===== src/rtl/efuse_seq_pkg.sv =====
package efuse_seq_pkg;

  typedef enum logic [2:0] {
    ST_IDLE,
    ST_PWR,
    ST_ADDR,
    ST_STRB,
    ST_GAP
  } seqState_t;

  typedef struct packed {
    logic loadReq;
    logic enterActive;
    logic applyAddr;
    logic strobeOn;
    logic capture;
    logic advance;
    logic goStandby;
  } dpCtl_t;

endpackage


===== src/rtl/efuse_seq_ctrl.sv =====
module efuse_seq_ctrl
  import efuse_seq_pkg::*;
#(
  parameter int SETTLE_CYC = 100
) (
  input  logic   clk,
  input  logic   rstN,
  input  logic   reqValid,
  input  logic   countZero,
  input  logic   lastByte,
  output dpCtl_t ctl,
  output logic   busy,
  output logic   done
);

  localparam int TMR_W = (SETTLE_CYC > 1) ? $clog2(SETTLE_CYC) : 1;
  localparam logic [TMR_W-1:0] TMR_LAST = TMR_W'(SETTLE_CYC - 1);

  seqState_t state, stateNext;
  logic [TMR_W-1:0] tmr, tmrNext;
  logic tEnd;
  logic doneNext;

  assign tEnd = (tmr == TMR_LAST);

  always_comb begin
    stateNext = state;
    ctl       = '0;
    doneNext  = 1'b0;
    unique case (state)
      ST_IDLE: begin
        if (reqValid) begin
          if (countZero) begin
            doneNext = 1'b1;
          end else begin
            ctl.loadReq     = 1'b1;
            ctl.enterActive = 1'b1;
            stateNext       = ST_PWR;
          end
        end
      end
      ST_PWR: begin
        if (tEnd) begin
          ctl.applyAddr = 1'b1;
          stateNext     = ST_ADDR;
        end
      end
      ST_ADDR: begin
        if (tEnd) begin
          ctl.strobeOn = 1'b1;
          stateNext    = ST_STRB;
        end
      end
      ST_STRB: begin
        if (tEnd) begin
          ctl.capture = 1'b1;
          stateNext   = ST_GAP;
        end
      end
      ST_GAP: begin
        if (tEnd) begin
          if (lastByte) begin
            ctl.goStandby = 1'b1;
            doneNext      = 1'b1;
            stateNext     = ST_IDLE;
          end else begin
            ctl.advance = 1'b1;
            stateNext   = ST_ADDR;
          end
        end
      end
      default: stateNext = ST_IDLE;
    endcase
  end

  always_comb begin
    if (state == ST_IDLE || tEnd) tmrNext = '0;
    else                          tmrNext = tmr + 1'b1;
  end

  always_ff @(posedge clk or negedge rstN) begin
    if (!rstN) begin
      state <= ST_IDLE;
      tmr   <= '0;
      done  <= 1'b0;
    end else begin
      state <= stateNext;
      tmr   <= tmrNext;
      done  <= doneNext;
    end
  end

  assign busy = (state != ST_IDLE);

endmodule


===== src/rtl/efuse_seq_dp.sv =====
module efuse_seq_dp
  import efuse_seq_pkg::*;
#(
  parameter int OFS_W = 16,
  parameter int CNT_W = 8,
  parameter int FA_W  = 10,
  parameter int FD_W  = 8
) (
  input  logic             clk,
  input  logic             rstN,
  input  dpCtl_t           ctl,
  input  logic [OFS_W-1:0] reqOffset,
  input  logic [CNT_W-1:0] reqCount,
  input  logic [FD_W-1:0]  fuseDout,
  output logic             countZero,
  output logic             lastByte,
  output logic             fuseCsN,
  output logic             fusePgmN,
  output logic             fuseLoad,
  output logic             fuseStrobe,
  output logic [FA_W-1:0]  fuseAddr,
  output logic             byteValid,
  output logic [FD_W-1:0]  byteData
);

  logic [OFS_W-1:0] offsetReg;
  logic [OFS_W-1:0] offsetInc;
  logic [CNT_W-1:0] remaining;

  assign offsetInc = offsetReg + 1'b1;
  assign countZero = (reqCount == '0);
  assign lastByte  = (remaining == CNT_W'(1));
  assign fusePgmN  = 1'b1;

  always_ff @(posedge clk or negedge rstN) begin
    if (!rstN) begin
      offsetReg  <= '0;
      remaining  <= '0;
      fuseCsN    <= 1'b1;
      fuseLoad   <= 1'b0;
      fuseStrobe <= 1'b0;
      fuseAddr   <= '0;
      byteValid  <= 1'b0;
      byteData   <= '0;
    end else begin
      byteValid <= ctl.capture;
      if (ctl.loadReq) begin
        offsetReg <= reqOffset;
        remaining <= reqCount;
      end
      if (ctl.enterActive) begin
        fuseCsN  <= 1'b0;
        fuseLoad <= 1'b1;
        fuseAddr <= '0;
      end
      if (ctl.applyAddr) fuseAddr <= offsetReg[FA_W-1:0];
      if (ctl.strobeOn)  fuseStrobe <= 1'b1;
      if (ctl.capture) begin
        fuseStrobe <= 1'b0;
        byteData   <= fuseDout;
      end
      if (ctl.advance) begin
        offsetReg <= offsetInc;
        remaining <= remaining - 1'b1;
        fuseAddr  <= offsetInc[FA_W-1:0];
      end
      if (ctl.goStandby) begin
        fuseCsN  <= 1'b1;
        fuseLoad <= 1'b0;
        fuseAddr <= '0;
      end
    end
  end

endmodule


===== src/rtl/efuse_read_seq.sv =====
module efuse_read_seq
  import efuse_seq_pkg::*;
#(
  parameter int SETTLE_CYC = 100,
  parameter int OFS_W      = 16,
  parameter int CNT_W      = 8,
  parameter int FA_W       = 10,
  parameter int FD_W       = 8,
  localparam int CW_W      = FA_W + 6
) (
  input  logic             clk,
  input  logic             rstN,
  input  logic             reqValid,
  input  logic [OFS_W-1:0] reqOffset,
  input  logic [CNT_W-1:0] reqCount,
  output logic             busy,
  output logic             done,
  output logic             byteValid,
  output logic [FD_W-1:0]  byteData,
  output logic             fuseCsN,
  output logic             fusePgmN,
  output logic             fuseLoad,
  output logic             fuseStrobe,
  output logic [FA_W-1:0]  fuseAddr,
  input  logic [FD_W-1:0]  fuseDout,
  output logic [CW_W-1:0]  ctrlWord
);

  dpCtl_t ctl;
  logic countZero;
  logic lastByte;

  efuse_seq_ctrl #(
    .SETTLE_CYC(SETTLE_CYC)
  ) uCtrl (
    .clk      (clk),
    .rstN     (rstN),
    .reqValid (reqValid),
    .countZero(countZero),
    .lastByte (lastByte),
    .ctl      (ctl),
    .busy     (busy),
    .done     (done)
  );

  efuse_seq_dp #(
    .OFS_W(OFS_W),
    .CNT_W(CNT_W),
    .FA_W (FA_W),
    .FD_W (FD_W)
  ) uDp (
    .clk       (clk),
    .rstN      (rstN),
    .ctl       (ctl),
    .reqOffset (reqOffset),
    .reqCount  (reqCount),
    .fuseDout  (fuseDout),
    .countZero (countZero),
    .lastByte  (lastByte),
    .fuseCsN   (fuseCsN),
    .fusePgmN  (fusePgmN),
    .fuseLoad  (fuseLoad),
    .fuseStrobe(fuseStrobe),
    .fuseAddr  (fuseAddr),
    .byteValid (byteValid),
    .byteData  (byteData)
  );

  assign ctrlWord = {fuseAddr, 2'b00, fusePgmN, fuseLoad, fuseStrobe, fuseCsN};

endmodule


===== config.mk =====
export PLATFORM = sky130hd
export DESIGN_NAME = efuse_read_seq
export DESIGN_NICKNAME = d
export VERILOG_FILES = /design/src/rtl/efuse_seq_pkg.sv /design/src/rtl/efuse_seq_ctrl.sv /design/src/rtl/efuse_seq_dp.sv /design/src/rtl/efuse_read_seq.sv
export SDC_FILE = /design/constraint.sdc
export NUM_CORES = 1
export LEC_CHECK = 0
export ABC_AREA = 1
export BUFFER_PORTS_ARGS = -buffer_cell sky130_fd_sc_hd__buf_4
export CORE_ASPECT_RATIO = 2
export CORE_UTILIZATION = 30
export CTS_BUF_LIST = sky130_fd_sc_hd__clkbuf_4
export CTS_CLUSTER_DIAMETER = 100
export DETAILED_ROUTE_END_ITERATION = 16
export MAX_ROUTING_LAYER = met4
export PLACE_DENSITY = 0.54
export SETUP_SLACK_MARGIN = 0.1
export SLEW_MARGIN = 0
export SYNTH_ARGS = -nofsm -noshare
export SYNTH_HDL_FRONTEND = slang
export SYNTH_SLANG_ARGS = --single-unit

===== constraint.sdc =====
create_clock -name clk -period 4.4 [get_ports clk]
set_clock_uncertainty 0.15 [all_clocks]
set_input_delay 0.66 -clock clk [delete_from_list [all_inputs] [get_ports clk]]
set_output_delay 0.66 -clock clk [all_outputs]
set_load 0.03 [all_outputs]

**After elaboration in Yosys (flattened, before gate mapping)**

Cells that the tools add are included.

- $add $sub $neg: 3
- Eq/ne operators: 12
- Muxes and demuxes: 38
- Reduce and logical (&&, ||, !) cells: 9

Operator list:

| operator | number |
|---|---|
| $mux 10 | 4 |
| $mux 16 | 2 |
| $mux 3 | 6 |
| $add 16x1->16 const B | 1 |
| $mux 8 | 2 |
| $mux 1 | 15 |
| $pmux 3 s5 | 1 |
| $mux 2 | 6 |
| $eq 8x1->1 const B | 1 |
| $logic_not 8->1 | 1 |
| $ne 2x1->1 const B | 4 |
| $sub 8x1->8 const B | 1 |
| $add 7x1->7 const B | 1 |
| $eq 7x7->1 const B | 1 |
| $mux 7 | 1 |
| $eq 3x2->1 const B | 2 |
| $reduce_and 6->1 | 1 |
| $reduce_bool 2->1 | 3 |
| $ne 2x2->1 const B | 2 |
| $reduce_bool 4->1 | 1 |
| $eq 3x1->1 const B | 1 |
| $eq 3x3->1 const B | 1 |
| $logic_not 3->1 | 1 |
| $reduce_bool 3->1 | 1 |
| other kinds (2) | 2 |

- Flip-flop bits (word level): 57
- Input port bits: 35
- Output and inout bits: 41
- Logic and storage cells: 73

**Logic depth before layout (Yosys ltp)**

Gate-level depths: netlist (run 1).

- Depth in word-level cells: 8
- Gate-level depth with buffers: 11
- Depth with buffers taken out: 11

**Modules after synthesis**

From an unflattened synthesis (run 1), not the netlist that was laid out.

- Cell total of the unflattened synthesis: 345
- Area, all modules: 2,871.5 um2

Modules (own cells, without submodules):

| module | times used | cells each | area each (um2) |
|---|---|---|---|
| efuse_seq_dp | 1 | 246 | 2,085.8 |
| efuse_seq_ctrl | 1 | 82 | 661.9 |
| efuse_read_seq | 1 | 17 | 123.9 |

**Worst setup path before layout (run 1)**

Ideal clock, no wire load.

- Path type: flip-flop to flip-flop
- Start: register uCtrl.state[2]
- End: register uDp.offsetReg[7]
- Arrival time: 1.408 ns
- Required time: 4.124 ns
- Path slack: 2.716 ns
- Cell stages (with the launch flop): 8
- Path buffers: 1
- Clock period less this slack: 1.684 ns
- Cell sequence: dfrtp_1 nor2_1 nand2_1 nor2_1 nand2_2 buf_2 o21ai_0 a21oi_1

- Cells in the longest elaborated chain, start to end: 3

Ends and longest elaborated chain:

| item | RTL line | source |
|---|---|---|
| from (decl) | efuse_seq_ctrl.sv:19 | `seqState_t state, stateNext;` |
| from (signal assigned) | efuse_seq_ctrl.sv:87 | `state <= stateNext;` |
| $eq 3x3->1 or $logic_not 3->1 (tied branches) | efuse_seq_ctrl.sv:30 | `unique case (state)` |
| $mux 2 | efuse_seq_ctrl.sv:30 |  |
| $mux 16 or $reduce_bool 2->1 (tied branches) | -- |  |
| to (signal assigned) | efuse_seq_dp.sv:48 | `offsetReg <= reqOffset;` |
| to (signal assigned) | efuse_seq_dp.sv:63 | `offsetReg <= offsetInc;` |
| to (decl) | efuse_seq_dp.sv:26 | `logic [OFS_W-1:0] offsetReg;` |

Parallel ways exist; a longest one is shown, timed or not.
A chain may end at the register's enable or synchronous reset.

**Final worst setup path (run 1)**

- Start: register uCtrl.state[2]
- End: output port busy

- Cells in the longest elaborated chain, start to end: 1

Ends and longest elaborated chain:

| item | RTL line | source |
|---|---|---|
| $reduce_bool 3->1 | efuse_seq_ctrl.sv:93 | `assign busy = (state != ST_IDLE);` |
| to (decl) | efuse_read_seq.sv:16 | `output logic busy,` |

Every way passes these cells.

==> qor.csv, run 1 <==
metric,value,unit
ranking of synthesized cells by area,"dfrtp_1, nand2_1, nand3_1",
final std cells w/o fill,537,
CTS Buf Count,5,
total grt overflow,0,
"Clk Latency, worst-skew pair",0.40,ns
Worst EP arrival,1.34,ns
Mapped Avg Cell Area,7.57,um^2
failing checks,design-rule violations,
largest net degree at the start of global routing,52,
Sum Neg Setup Slack,0,ns
CP Max Fanout,6,
f_max,466,MHz
Setup Viol. Count Final,0,
PortBufs,65,
routability cong.,0.878,
max-slew violations,0,
initial core utilization,0.308,
Die ar.,10000,um^2
Post-DRT Antenna Nets,0,
WP data required,3.59,ns
distinct cell type count of the synthesized netlist,35,
number of hold violations in the final report,0,
origin of the critical flop-to-flop path,uCtrl.tmr[0]$_DFF_PN0_,
drc violations,7,
"Critical Path, Cell by Cell",nor2_1 > nand2_1 > buf_4,
clock sink count,51,
Bufs on Longest Clock Path,2,
maxcap violations,0,
wire length per cell,13.5,um
outcome,"complete, but fails checks",
Filler Cell Count,962,
drt initial violations,172,
Yosys reg bits,51,
clk slew on worst S/H paths,0.15,ns
initial antenna violation count,1,
total power,0.000791,W
"Worst Setup Slack, final",2.25,ns
Post-CTS Setup Inserts,0,
hold crit path type,in -> async,
CP endpoint kind,primary output,
R2R cell count,6,
row cnt,50,
vertical die dimension,140,um
cell taking the most area after synthesis,dfrtp_1,
Lkg Pwr,1.78,nW
htree depth,2,
router iterations before antenna repair,11,
RSZ-0062 raised after global routing,false,
core box area,9320,um^2
vias per cell,4.73,
share of cells above drive strength 1,0.213,
Peak VDD IR,0.110,mV
"EDFF count, synth",0,
Area Growth Syn to Fin,18.6,%
final WL,7240,um
"Seq/Total Area, Yosys",0.444,
critical path class,reg -> out,
Worst Setup SP,uCtrl.state[2]$_DFFE_PN0P_,
Placed Cells,528,
Layout Nets,470,
GRT Total Usage,0.156,
vias in the first global route,2457,
Main synth FF type,dfrtp_1,
Syn. warnings,0,
DP Wirelength,5330,um
die width,71.2,um
Worst setup SP type,flop,
first-pass GRT wire length,11800,um
Mapped Area,2880,um^2
"count leader, synth",nand2_1,
CTS tree,yes,
Worst path slowest cell,dfrtp_1,
I/O pin count,76,
CP bufs+invs,1,
crit share post-route,0.488,
dpl ws,1.95,ns
min cycle time layout,2.15,ns
"delay-heaviest family, CP",flip-flops,
via count,2540,
Worst-Margin Slew,0.680,ns
hold_buf cts,0,
crit-path max cell delay,0.47,ns
Synth async-reset ratio,1.00,
Reg2Reg Setup Slack,2.30,ns
post-synthesis instance total,380,
Synth top area share,0.435,
root buffer cell,clkbuf_4,
P per Cell Area,232,nW/um^2
Slew HR,0.547,
reg2reg end,uDp.offsetReg[0]$_DFFE_PN0P_,
post-CTS sizing,0,
Commonest cells post-synth,"nand2_1, dfrtp_1, nand3_1",
## worst reg2reg max path, cell delays in order (launching register included)
cell	delay [ns]
dfrtp_1	0.40
ha_1	0.21
nand2_1	0.10
nor2_4	0.36
nand3_1	0.40
or2_1	0.35
nand3_1	0.09
## final cells by class
class | count | area [um^2] | area share
diodes | 1 | 2.50 | 0.000734
clock buffers | 5 | 37.5 | 0.0110
clock inverters | 3 | 43.8 | 0.0128
inverters | 41 | 155 | 0.0455
multi-input cells | 267 | 1270 | 0.374
flip-flops and latches | 51 | 1280 | 0.375
well taps | 104 | 130 | 0.0382
repair buffers | 65 | 488 | 0.143
## power breakdown
group           total, W  leakage [nW]  internal, W  switching (W)
Clock           0.000284        0.0452     0.000120       0.000164
Sequential      0.000469         0.522     0.000469              0
Combinational  0.0000380          1.21    0.0000173      0.0000207
## per-stage QoR
step,hold slack (ns),cell area (um^2),utilization
6_report,0.126,3410,0.366
5_1_grt,0.157,3410,0.366
4_1_cts,0.153,3410,0.366
3_5_place_dp,0.305,3330,0.357
3_3_place_gp,0.301,3330,0.357
2_1_floorplan,0.214,2880,-
## sequential cells by signal (all words and copies together), names as in the netlist
register	flops
uDp.byteValid	1
uCtrl.state	3
uCtrl.done	1
uDp.offsetReg	10
uDp.fuseCsN	1
uDp.fuseStrobe	1
uCtrl.tmr	7
uDp.byteData	8
uDp.fuseAddr	10
uDp.fuseLoad	1
uDp.remaining	8
## cells in the final DEF (no fill, tap or decap), drive strengths merged
cell type and instances:
o211ai 2, diode 1, clkbuf 5, ha 4
nor2 34, o21ai 18, bufinv 1, inv 39
xor2 6, o22ai 1, buf 65, o21bai 1
o31ai 1, nand3 41, nand3b 2, nand4 10
nand2 131, dfrtp 50, clkinv 4, a21oi 7
o21a 1, nor3 2, or2 1, nor3b 1
dfstp 1, conb 4
## cell families after synthesis
logic type / synth area share
buffers and inverters: 0.115
other: 0.00261
AOI/OAI and AO/OA: 0.0587
DFF: 0.444
and+or+nand+nor: 0.344
adders and majority gates: 0.0174
xor gates and xnor gates: 0.0183
## worst max path at each step
stage                                        end  slack [ns]  cells after the start
global route        uDp.offsetReg[0]$_DFFE_PN0P_        2.13                      6
detailed placement  uDp.offsetReg[5]$_DFFE_PN0P_        1.95                      9
finish                                      busy        2.25                      3
CTS                 uDp.offsetReg[0]$_DFFE_PN0P_        2.24                      6
floorplan           uDp.offsetReg[7]$_DFFE_PN0P_        2.72                      7
global placement    uDp.offsetReg[1]$_DFFE_PN0P_        1.96                     11
## routing by layer
metal	wire, um	global-route usage	share of wire
met5	0	-	0
met4	127	0.0537	0.018
met3	242	0.0216	0.033
met2	3970	0.281	0.55
met1	2910	0.173	0.40
No activity file was read; power rests on OpenSTA's default activity.
==> run 2: changes to the inputs <==
Settings changed: PLACE_DENSITY 0.54 to 0.56.
Clock period 4.4 ns to 1.91 ns, I/O delays scaled along.
==> run 2 against run 1 <==
- the flow still finishes with violations (design-rule violations)
- non-clock buffer count up 47
- hold slack worse by 0.12 ns
- sequential share of layout area shrank 4.4 points
- final cell count up 8.8%
- combinational power grew to 3.1 times the previous value
- first-iteration DRC count decreased by 23%
- critical endpoint is now uDp.offsetReg[6]$_DFFE_PN0P_
==> qor.csv, run 2 (synthesized netlist as in run 1, its figures left out) <==
metric,value,unit
R2R cell count,8,
Worst setup SP type,flop,
Layout Nets,517,
PortBufs,65,
vias in the first global route,2651,
crit share post-route,0.912,
via count,2743,
"Clk Latency, worst-skew pair",0.41,ns
WP depth,8,
Setup Viol. Count Final,0,
vias per cell,4.70,
htree depth,2,
share of cells above drive strength 1,0.276,
reg2reg end,uDp.offsetReg[6]$_DFFE_PN0P_,
Post-DRT Antenna Nets,0,
Die ar.,10000,um^2
"Critical Path, Cell by Cell",nor2_1 > nand2_2 > nor2_4 > nand2_2 > nor2_4 > buf_4 > nand3b_1 > nand3_1,
router iterations before antenna repair,11,
Sum Neg Setup Slack,0,ns
core box area,9320,um^2
combinational fraction of design power,0.068,
Worst path slowest cell,dfrtp_1,
origin of the critical flop-to-flop path,uCtrl.tmr[2]$_DFF_PN0_,
number of hold violations in the final report,0,
hold crit path type,in -> reg,
critical path class,reg -> reg,
Area Growth Syn to Fin,34.8,%
hold slack,0.00839,ns
outcome,"complete, but fails checks",
Clock power frac,0.305,
"delay-heaviest family, CP",simple AND/OR/NAND/NOR gates,
routed wl met3,272,um
clock sink count,51,
maxcap violations,0,
largest net degree at the start of global routing,52,
clk slew on worst S/H paths,0.18,ns
Filler Cell Count,979,
Peak VDD IR,0.205,mV
hold path depth,3,
min cycle time layout,1.74,ns
drc violations,6,
f_max,574,MHz
max-slew violations,0,
die width,71.2,um
DP Wirelength,5590,um
part of the power in registers,0.627,
drt initial violations,132,
root buffer cell,clkbuf_4,
crit-path max cell delay,0.44,ns
row cnt,50,
Switch Pwr,0.000420,W
I/O pin count,76,
Slew HR,0.549,
P per Cell Area,444,nW/um^2
GRT Total Usage,0.164,
most frequent cells in the layout,"nand2_1, buf_4, dfrtp_1",
routability cong.,0.881,
first-pass GRT wire length,12400,um
wire length per cell,12.9,um
CP Max Fanout,7,
hold_sp,reqOffset[7],
failing checks,design-rule violations,
CP endpoint kind,flop,
vertical die dimension,140,um
CTS Buf Count,5,
met2 wire len,4200,um
Worst Hold End,uDp.offsetReg[7]$_DFFE_PN0P_,
Worst-Margin Slew,0.676,ns
Lkg Pwr,2.00,nW
CP bufs+invs,1,
Reg2Reg Setup Slack,0.17,ns
total grt overflow,0,
initial antenna violation count,1,
initial core utilization,0.308,
final WL,7550,um
WP data required,2.09,ns
sum of routed wire segments on met1,2940,um
Bufs on Longest Clock Path,2,
RSZ-0062 raised after global routing,true,
Int Pwr,0.00130,W
Worst EP arrival,1.92,ns
"most common cell after layout, fill and taps aside",nand2_1,
top layer in use,met4,
CTS tree,yes,
biggest regs,"uDp.fuseAddr x10, uDp.offsetReg x10",
Sw Ratio,0.244,
## run 2: worst max-delay path by stage
stage / from / endpoint / slack (ns)
5_1_grt: uCtrl.tmr[2]$_DFF_PN0_ / uDp.remaining[2]$_DFFE_PN0P_ / 0.04
4_1_cts: uCtrl.tmr[0]$_DFF_PN0_ / uDp.remaining[3]$_DFFE_PN0P_ / 0.12
3_5_place_dp: uCtrl.tmr[0]$_DFF_PN0_ / uDp.fuseAddr[1]$_DFFE_PN0P_ / 0.07
6_report: uCtrl.tmr[2]$_DFF_PN0_ / uDp.offsetReg[6]$_DFFE_PN0P_ / 0.17
2_1_floorplan: uCtrl.state[2]$_DFFE_PN0P_ / uDp.offsetReg[7]$_DFFE_PN0P_ / 0.23
3_3_place_gp: uCtrl.tmr[0]$_DFF_PN0_ / uDp.fuseAddr[0]$_DFFE_PN0P_ / 0.1
## run 2: area by class of cell
| class | instances | area (um^2) | share of cell area |
|---|---|---|---|
| Clock buffer | 6 | 45.0 | 0.0116 |
| Antenna cell | 1 | 2.50 | 0.000646 |
| Timing Repair Buffer | 112 | 917 | 0.237 |
| Inverter | 41 | 156 | 0.0403 |
| Sequential cell | 51 | 1280 | 0.330 |
| Tap cell | 104 | 130 | 0.0336 |
| Multi-Input combinational cell | 267 | 1330 | 0.344 |
| Clock inverter | 2 | 12.5 | 0.00323 |
## run 2: per-stage QoR
step                      instance area, um^2   util  cells  total power (W)  setup WS (ns)
after floorplan                          2880      -    382          0.00113          0.226
after global placement                   3490  0.374    548          0.00119         0.0970
after detailed placement                 3490  0.374    548          0.00119         0.0734
after CTS                                3740  0.402    575          0.00175          0.117
after global routing                     3880  0.416    584          0.00179         0.0375
final                                    3880  0.416    584          0.00172          0.169
## run 2: power groups by stage
stage / logic [W] / registers [W] / clock network, W
finish: 0.000117 / 0.00108 / 0.000524
global route: 0.000129 / 0.00108 / 0.000581
CTS: 0.000120 / 0.00108 / 0.000554
detailed placement: 0.0000903 / 0.00110 / 0
global placement: 0.0000894 / 0.00110 / 0
floorplan: 0.0000261 / 0.00110 / 0
## run 2: layer usage
layer	track usage	vias up
met5	-	-
met4	0.0600	0
met3	0.0194	7
met2	0.305	63
met1	0.173	1284
li1	-	1389
## run 2: worst register-to-register path, delay by kind of cell, from the launching register on
kind / cells / cell delay, ns
simple gates: 7 / 0.94
flops: 1 / 0.44
buf+inv: 1 / 0.16
## run 2: timing repair
item                                    CTS  global route
buffers inserted                          1             8
resized for setup                         3            21
pin swaps                                 1             5
hold buffers                             18             0
endpoints found under the setup margin   11            38
endpoints found under the hold margin    67             0
